## src/rtl/sram_seq_pkg.sv

```systemverilog
// Shared types for the asynchronous SRAM port sequencer.
// Assumes: nothing beyond the parameters passed to the modules using it.
package sram_seq_pkg;

    typedef enum logic [2:0] {
        ST_IDLE,
        ST_W_SETUP,
        ST_W_STROBE,
        ST_W_RECOVER,
        ST_R_ACCESS,
        ST_R_CAPTURE
    } seq_state_e;

    // Per-transaction choices latched at acceptance
    typedef struct packed {
        logic ce_style;   // 1: chip enable forms the write pulse
        logic oe_low;     // 1: output enable held low during the write
    } txn_flags_t;

    function automatic int unsigned max2(input int unsigned a, input int unsigned b);
        return (a > b) ? a : b;
    endfunction

endpackage

```

## src/rtl/sram_seq_ctrl.sv

```systemverilog
// Phase sequencer: state register and phase counter.
// Presents the next state, next count and next flags so that the pin
// stage can register glitch-free strobes aligned with the state.
// Assumes: every timing parameter is at least 1.
module sram_seq_ctrl
    import sram_seq_pkg::*;
#(
    parameter int unsigned T_AS = 1,
    parameter int unsigned T_WP = 2,
    parameter int unsigned T_WZ = 2,
    parameter int unsigned T_DW = 2,
    parameter int unsigned T_WR = 1,
    parameter int unsigned T_AA = 3,
    parameter int unsigned CW   = 3
) (
    input  logic             clk,
    input  logic             rst_n,
    input  logic             req_valid,
    input  logic             req_write,
    input  logic             cfg_ce_style,
    input  logic             cfg_oe_low,
    output logic             req_ready,
    output logic             accept,
    output seq_state_e       state_q,
    output seq_state_e       state_d,
    output logic [CW-1:0]    cnt_d,
    output txn_flags_t       flags_d
);

    localparam int unsigned PULSE_OEL = max2(T_WP, T_WZ + T_DW);
    localparam logic [CW-1:0] L_AS  = CW'(T_AS - 1);
    localparam logic [CW-1:0] L_WP  = CW'(T_WP - 1);
    localparam logic [CW-1:0] L_OEL = CW'(PULSE_OEL - 1);
    localparam logic [CW-1:0] L_WR  = CW'(T_WR - 1);
    localparam logic [CW-1:0] L_AA  = CW'(T_AA - 1);

    logic [CW-1:0] cnt_q;
    txn_flags_t    flags_q;

    assign req_ready = (state_q == ST_IDLE);
    assign accept    = req_valid && req_ready;

    // Latch the write style at acceptance; the OE option only applies to strobe-on-write
    always_comb begin
        flags_d = flags_q;
        if (accept) begin
            flags_d.ce_style = cfg_ce_style;
            flags_d.oe_low   = cfg_oe_low && !cfg_ce_style;
        end
    end

    // Next-state and phase-length selection
    always_comb begin
        state_d = state_q;
        cnt_d   = (cnt_q == '0) ? '0 : cnt_q - 1'b1;
        case (state_q)
            ST_IDLE: begin
                if (accept) begin
                    state_d = req_write ? ST_W_SETUP : ST_R_ACCESS;
                    cnt_d   = req_write ? L_AS : L_AA;
                end
            end
            ST_W_SETUP: begin
                if (cnt_q == '0) begin
                    state_d = ST_W_STROBE;
                    cnt_d   = flags_q.oe_low ? L_OEL : L_WP;
                end
            end
            ST_W_STROBE: begin
                if (cnt_q == '0) begin
                    state_d = ST_W_RECOVER;
                    cnt_d   = L_WR;
                end
            end
            ST_W_RECOVER: begin
                if (cnt_q == '0) state_d = ST_IDLE;
            end
            ST_R_ACCESS: begin
                if (cnt_q == '0) state_d = ST_R_CAPTURE;
            end
            ST_R_CAPTURE: begin
                state_d = ST_IDLE;
                cnt_d   = '0;
            end
            default: begin
                state_d = ST_IDLE;
                cnt_d   = '0;
            end
        endcase
    end

    // State, counter and flag registers
    always_ff @(posedge clk) begin
        if (!rst_n) begin
            state_q <= ST_IDLE;
            cnt_q   <= '0;
            flags_q <= '0;
        end else begin
            state_q <= state_d;
            cnt_q   <= cnt_d;
            flags_q <= flags_d;
        end
    end

    // a transaction never leaves idle without a handshake
    p_leave_idle_r2: assert property (@(posedge clk) disable iff (!rst_n)
        ($past(state_q == ST_IDLE) && state_q != ST_IDLE) |-> $past(req_valid));

endmodule

```

## src/rtl/sram_seq_pins.sv

```systemverilog
// Strobe stage: decodes the next state into memory control levels and
// registers them, so the pins change only on clock edges and line up
// with the state register.
// Assumes: cnt_d counts down to zero inside each phase.
module sram_seq_pins
    import sram_seq_pkg::*;
#(
    parameter int unsigned T_WP = 2,
    parameter int unsigned T_WZ = 2,
    parameter int unsigned T_DW = 2,
    parameter int unsigned CW   = 3
) (
    input  logic          clk,
    input  logic          rst_n,
    input  seq_state_e    state_d,
    input  logic [CW-1:0] cnt_d,
    input  txn_flags_t    flags_d,
    output logic          sram_ce_n,
    output logic          sram_we_n,
    output logic          sram_oe_n,
    output logic          sram_dout_en
);

    localparam int unsigned PULSE_OEL = max2(T_WP, T_WZ + T_DW);
    // Last count value (counting down) at which drive is still withheld is PULSE_OEL-T_WZ
    localparam logic [CW-1:0] DRIVE_FROM = CW'(PULSE_OEL - 1 - T_WZ);

    logic ce_d, we_d, oe_d, den_d;

    // Decode control levels for the coming cycle
    always_comb begin
        ce_d  = 1'b1;
        we_d  = 1'b1;
        oe_d  = 1'b1;
        den_d = 1'b0;
        case (state_d)
            ST_W_SETUP: begin
                if (flags_d.ce_style) we_d = 1'b0;
                else                  ce_d = 1'b0;
                oe_d = !flags_d.oe_low;
            end
            ST_W_STROBE: begin
                ce_d  = 1'b0;
                we_d  = 1'b0;
                oe_d  = !flags_d.oe_low;
                den_d = flags_d.oe_low ? (cnt_d <= DRIVE_FROM) : 1'b1;
            end
            ST_W_RECOVER: begin
                if (flags_d.ce_style) begin
                    we_d  = 1'b0;
                    den_d = 1'b1;
                end else begin
                    ce_d  = 1'b0;
                    oe_d  = !flags_d.oe_low;
                    den_d = !flags_d.oe_low;
                end
            end
            ST_R_ACCESS, ST_R_CAPTURE: begin
                ce_d = 1'b0;
                oe_d = 1'b0;
            end
            default: ;
        endcase
    end

    // Pin registers
    always_ff @(posedge clk) begin
        if (!rst_n) begin
            sram_ce_n    <= 1'b1;
            sram_we_n    <= 1'b1;
            sram_oe_n    <= 1'b1;
            sram_dout_en <= 1'b0;
        end else begin
            sram_ce_n    <= ce_d;
            sram_we_n    <= we_d;
            sram_oe_n    <= oe_d;
            sram_dout_en <= den_d;
        end
    end

    // the first strobe cycle with outputs enabled never drives data
    p_wz_gap_r4: assert property (@(posedge clk) disable iff (!rst_n)
        ($fell(sram_we_n) && !sram_oe_n) |-> !sram_dout_en);

    // with the memory's outputs enabled, drive only under a write strobe
    p_no_fight_r10: assert property (@(posedge clk) disable iff (!rst_n)
        (sram_dout_en && !sram_oe_n && !sram_ce_n) |-> !sram_we_n);

endmodule

```

## src/rtl/sram_seq_dpath.sv

```systemverilog
// Address/data holding registers and read capture.
// Assumes: accept is high for exactly one cycle per transaction.
module sram_seq_dpath
    import sram_seq_pkg::*;
#(
    parameter int unsigned AW = 12,
    parameter int unsigned DW = 8
) (
    input  logic          clk,
    input  logic          rst_n,
    input  logic          accept,
    input  seq_state_e    state_q,
    input  logic [AW-1:0] req_addr,
    input  logic [DW-1:0] req_wdata,
    input  logic [DW-1:0] sram_din,
    output logic [AW-1:0] sram_addr,
    output logic [DW-1:0] sram_dout,
    output logic          rsp_valid,
    output logic [DW-1:0] rsp_rdata
);

    // Hold address and write data for the whole transaction
    always_ff @(posedge clk) begin
        if (!rst_n) begin
            sram_addr <= '0;
            sram_dout <= '0;
        end else if (accept) begin
            sram_addr <= req_addr;
            sram_dout <= req_wdata;
        end
    end

    // Sample the bus at the end of the capture cycle and flag it for one cycle
    always_ff @(posedge clk) begin
        if (!rst_n) begin
            rsp_valid <= 1'b0;
            rsp_rdata <= '0;
        end else begin
            rsp_valid <= (state_q == ST_R_CAPTURE);
            if (state_q == ST_R_CAPTURE) rsp_rdata <= sram_din;
        end
    end

    // read data is flagged for a single cycle
    p_rsp_single_r8: assert property (@(posedge clk) disable iff (!rst_n)
        rsp_valid |=> !rsp_valid);

endmodule

```

## src/rtl/sram_port_seq.sv

```systemverilog
// Top of the asynchronous SRAM port sequencer: takes valid/ready
// requests and produces cycle-counted strobes for one memory port.
// Assumes: timing parameters are nanosecond limits rounded up to
// cycles, each at least 1, and T_WP >= T_DW.
module sram_port_seq
    import sram_seq_pkg::*;
#(
    parameter int unsigned AW   = 12,
    parameter int unsigned DW   = 8,
    parameter int unsigned T_AS = 1,
    parameter int unsigned T_WP = 2,
    parameter int unsigned T_WZ = 2,
    parameter int unsigned T_DW = 2,
    parameter int unsigned T_WR = 1,
    parameter int unsigned T_AA = 3
) (
    input  logic          clk,
    input  logic          rst_n,
    input  logic          req_valid,
    output logic          req_ready,
    input  logic          req_write,
    input  logic [AW-1:0] req_addr,
    input  logic [DW-1:0] req_wdata,
    input  logic          cfg_ce_style,
    input  logic          cfg_oe_low,
    output logic          rsp_valid,
    output logic [DW-1:0] rsp_rdata,
    output logic          sram_ce_n,
    output logic          sram_we_n,
    output logic          sram_oe_n,
    output logic [AW-1:0] sram_addr,
    output logic [DW-1:0] sram_dout,
    output logic          sram_dout_en,
    input  logic [DW-1:0] sram_din
);

    localparam int unsigned PULSE_OEL = max2(T_WP, T_WZ + T_DW);
    localparam int unsigned MAXD = max2(max2(T_AS, PULSE_OEL), max2(T_WR, T_AA));
    localparam int unsigned CW   = $clog2(MAXD + 1);

    logic          accept;
    seq_state_e    state_q, state_d;
    logic [CW-1:0] cnt_d;
    txn_flags_t    flags_d;

    sram_seq_ctrl #(
        .T_AS(T_AS), .T_WP(T_WP), .T_WZ(T_WZ), .T_DW(T_DW),
        .T_WR(T_WR), .T_AA(T_AA), .CW(CW)
    ) i_ctrl (
        .clk(clk), .rst_n(rst_n),
        .req_valid(req_valid), .req_write(req_write),
        .cfg_ce_style(cfg_ce_style), .cfg_oe_low(cfg_oe_low),
        .req_ready(req_ready), .accept(accept),
        .state_q(state_q), .state_d(state_d),
        .cnt_d(cnt_d), .flags_d(flags_d)
    );

    sram_seq_pins #(
        .T_WP(T_WP), .T_WZ(T_WZ), .T_DW(T_DW), .CW(CW)
    ) i_pins (
        .clk(clk), .rst_n(rst_n),
        .state_d(state_d), .cnt_d(cnt_d), .flags_d(flags_d),
        .sram_ce_n(sram_ce_n), .sram_we_n(sram_we_n),
        .sram_oe_n(sram_oe_n), .sram_dout_en(sram_dout_en)
    );

    sram_seq_dpath #(
        .AW(AW), .DW(DW)
    ) i_dpath (
        .clk(clk), .rst_n(rst_n),
        .accept(accept), .state_q(state_q),
        .req_addr(req_addr), .req_wdata(req_wdata),
        .sram_din(sram_din),
        .sram_addr(sram_addr), .sram_dout(sram_dout),
        .rsp_valid(rsp_valid), .rsp_rdata(rsp_rdata)
    );

    // while idle the memory is deselected and not driven
    p_ready_quiet_r2: assert property (@(posedge clk) disable iff (!rst_n)
        req_ready |-> (sram_ce_n && sram_we_n && !sram_dout_en));

    // address holds across consecutive overlap cycles
    p_addr_hold_r6: assert property (@(posedge clk) disable iff (!rst_n)
        (!sram_ce_n && !sram_we_n && $past(!sram_ce_n && !sram_we_n)) |-> $stable(sram_addr));

    // chip enable only falls onto an already-low read/write line
    p_ce_after_we_r5: assert property (@(posedge clk) disable iff (!rst_n)
        ($fell(sram_ce_n) && !sram_we_n) |-> $past(!sram_we_n));

    // after an enable-formed pulse, read/write is still low
    p_we_after_ce_r5: assert property (@(posedge clk) disable iff (!rst_n)
        ($rose(sram_ce_n) && $past(!sram_we_n)) |-> !sram_we_n);

endmodule

```

## config.mk

```make
export PLATFORM = sky130hd
export DESIGN_NAME = sram_port_seq
export DESIGN_NICKNAME = d
export VERILOG_FILES = /design/src/rtl/sram_seq_pkg.sv /design/src/rtl/sram_seq_ctrl.sv /design/src/rtl/sram_seq_pins.sv /design/src/rtl/sram_seq_dpath.sv /design/src/rtl/sram_port_seq.sv
export SDC_FILE = /design/constraint.sdc
export NUM_CORES = 1
export LEC_CHECK = 0
export BUFFER_PORTS_ARGS = -buffer_cell sky130_fd_sc_hd__buf_2
export CAP_MARGIN = 15
export CELL_PAD_IN_SITES_DETAIL_PLACEMENT = 0
export CELL_PAD_IN_SITES_GLOBAL_PLACEMENT = 1
export CORE_ASPECT_RATIO = 1.25
export CORE_MARGIN = 10
export CORE_UTILIZATION = 33
export DETAILED_ROUTE_END_ITERATION = 12
export PLACE_DENSITY_LB_ADDON = 0.1
export SKIP_LAST_GASP = 1
export SYNTH_ARGS = -nofsm -noshare
export SYNTH_HDL_FRONTEND = slang
export SYNTH_SLANG_ARGS = --single-unit
```

## constraint.sdc

```tcl
create_clock -name clk -period 2.3 [get_ports clk]
set_clock_uncertainty 0.05 [all_clocks]
set_input_delay 0.23 -clock clk [delete_from_list [all_inputs] [get_ports clk]]
set_output_delay 0.23 -clock clk [all_outputs]
set_load 0.05 [all_outputs]
```

==> reports/qor.yml <==
grt_pass1_wl_um: 6851
antenna_cells: 0
p_total_w: 0.002777
synthToLayoutAreaGrowth_pct: 31.65
finalCritPeriodShare_pct: 89.02
cts_hold_buf: 0
portBuffers: 67
clkTransAtPathRegs_ns: 0.08
cts_tree: "built"
highest_layer: "met4"
slew_violations: 0
ios: 68
finalWeightedCongestion: 0.7822
hold_path_class: "in -> reg"
critPathSlowestCell: "nor4bb_2"
drive_above_1_share_pct: 32.69
grt_pass1_vias: 1415
path_class: "reg -> reg"
die_w_um: 82.99
syn_avg_cell_area_um2: 8.568
netlist_instances: 191
cts_setup_buffers: 0
core_region_area_mm2: 0.004765
drt_iter0_markers: 47
cts_root_buf: "clkbuf_8"
yosysWarnings: 0
required_ns: 2.48
ant_nets: 0
maxSlewHeadroom_pct: 63.78
viasPerCell: 4.556
dr_wl_met2_um: 1987
arrival_ns: 2.22
hold_violations: 0
dr_wl_met3_um: 257
utilization_pct: 45.22
antenna_found_initial: 0
vias: 1458
syn-cell-area_mm2: 0.001637
ys_seq_area_share_pct: 50.15
grt_usage_pct: 10.11
clockBufferDepth: 2
vdd_drop_max_mv: 0.6814
fp.dieH_um: 98.74
power.density_mw_per_mm2: 1289
yosys_most_used_dff: "dfxtp_1"
status: "finished, final reports clean"
crit_path_cell_trace: "or2_2 > inv_1 > ha_1 > nor4bb_2 > a21o_1 > o211ai_1 > a21o_1 > a21boi_2"
synth-async-reset-ratio_pct: 0
setup_violations: 0
grt_max_degree: 23
fin_tns_setup_ns: 0
synth_edf_count: 0
crit_path_end_kind: "flip-flop"
cts_resized: 0
crit_fanout: 7
cp-start-kind: "flip-flop"
synthesis.nets: 227
dr.pass1.iters: 4
grt_overflow: 0
fmax_mhz: 488.4
start_util_pct: 34.35
drc: 0
cts_inserted_buffers: 5
path_common_cell: "a21o_1"
max_slew.worst_pin.slew_ns: 0.5418
leakagePower_nw: 1.058
drv_cap: 0
fin_crit_ns: 2.048
drt-total-wl_um: 4340
die_area_mm2: 0.008194
rows: 28
rsz0062_at_grt: "no"
dp_hpwl_um: 3319
max_stage_delay_ns: 0.44
wirelength_met1_um: 1998
synth_cell_types: 32
clock_latency_ns: 0.29
fin_nets: 295
yosys_register_bits: 41
cts.sink_count: 41
avgRoutedWirePerCell_um: 13.56
cts_htree_levels: 2
==> power breakdown <==
group | switching, W | total [W] | internal (W)
clock network | 0.000239 | 0.000593 | 0.000354
registers | 0.0000892 | 0.000939 | 0.000850
logic | 0.000874 | 0.00124 | 0.000370
total | 0.00120 | 0.00278 | 0.00157
==> flip-flops by register name, summed over array words and instances (netlist names) <==
| name | count |
|---|---|
| i_pins.sram_oe_n | 1 |
| i_dpath.sram_addr | 12 |
| i_dpath.sram_dout | 8 |
| i_pins.sram_ce_n | 1 |
| i_ctrl.state_q | 3 |
| i_pins.sram_we_n | 1 |
| i_pins.sram_dout_en | 1 |
| i_dpath.rsp_valid | 1 |
| i_dpath.rsp_rdata | 8 |
| i_ctrl.cnt_q | 3 |
| i_ctrl.flags_q | 2 |
==> path summary, 6_finish.rpt <==
| kind | depth (start not counted) | endpoint | slack, ns | from |
|---|---|---|---|---|
| worst min register to register | 2 | i_dpath.sram_addr[11] | 0.40 | i_dpath.sram_addr[11] |
| worst max-delay path | 8 | i_pins.sram_dout_en | 0.25 | i_ctrl.cnt_q[0] |
| worst max register to register | 8 | i_pins.sram_dout_en | 0.25 | i_ctrl.cnt_q[0] |
| worst min-delay path | 3 | i_dpath.rsp_rdata[2] | 0.12 | sram_din[2] |
==> metrics by stage <==
step           instance area [um2]  cells  hold slack, ns  setup WS [ns]
6_report                      2155    320          0.1179         0.2525
5_1_grt                       2155    320          0.1111         0.1110
4_1_cts                       2148    320          0.1056         0.1670
3_5_place_dp                  2032    312          0.3961         0.2023
3_3_place_gp                  2032    312          0.3898         0.2826
2_1_floorplan                 1637    191          0.2562         0.4217
==> final cells by class <==
cell class,instances,area [um2]
well taps,60,75.07
fillers,509,2610
inverters,7,26.28
repair buffers,72,372.9
clock inverters,1,30.03
flip-flops and latches,41,820.8
multi-input cells,132,743.2
clock buffers,7,86.33
==> logic make-up after synthesis <==
kind of cell / Yosys count / synth area share (%)
flip-flops: 41 / 50.15
adder cells (fa/ha/maj): 2 / 1.529
multiplexers: 11 / 6.728
AO/OA/AOI/OAI: 37 / 13.61
XOR/XNOR: 1 / 0.5353
AND/OR/NAND/NOR: 81 / 22.63
buffers and inverters: 18 / 4.816
==> placed cells by master, fill, tap and decap left out, types with 2 or more instances in the layout <==
cell type  count
nor3_1         4
inv_1          6
or2_2          2
nor2_1        18
ha_1           2
buf_2         67
a21oi_1       23
nor2b_1        2
mux2i_1       11
a21o_1         5
o211ai_1       2
o21ai_0        2
buf_4          5
nand3_1        2
nand2_1       45
clkbuf_8       6
dfxtp_1       41
==> layer usage <==
layer  global-route usage (%)  up-vias
li1                         -      763
met1                    11.60      635
met3                    4.119        8
met2                    15.95       52
met4                    4.856        0
met5                        0        -
==> synthesized netlist by cell type (2+ instances only) <==
cell      number  area [um2]
a21o_1         5       37.54
a21oi_1       23       115.1
buf_2          3       15.01
clkbuf_1       7       26.28
dfxtp_1       41       820.8
ha_1           2       25.02
inv_1          6       22.52
mux2i_1       11       110.1
nand2_1       45       168.9
nand3_1        2       10.01
nor2_1        18       67.56
nor2b_1        2       12.51
nor3_1         4       20.02
o211ai_1       2       15.01
o21ai_0        2       10.01
or2_2          2       12.51
==> critical path, delay by kind of cell (launching register included) <==
kind,cells,cell delay (ns)
buffers and inverters,1,0.06
DFF,1,0.33
and+or+nand+nor,2,0.75
adders and majority gates,1,0.26
AOI/OAI and AO/OA,4,0.54
No activity file was read; power rests on OpenSTA's default activity.
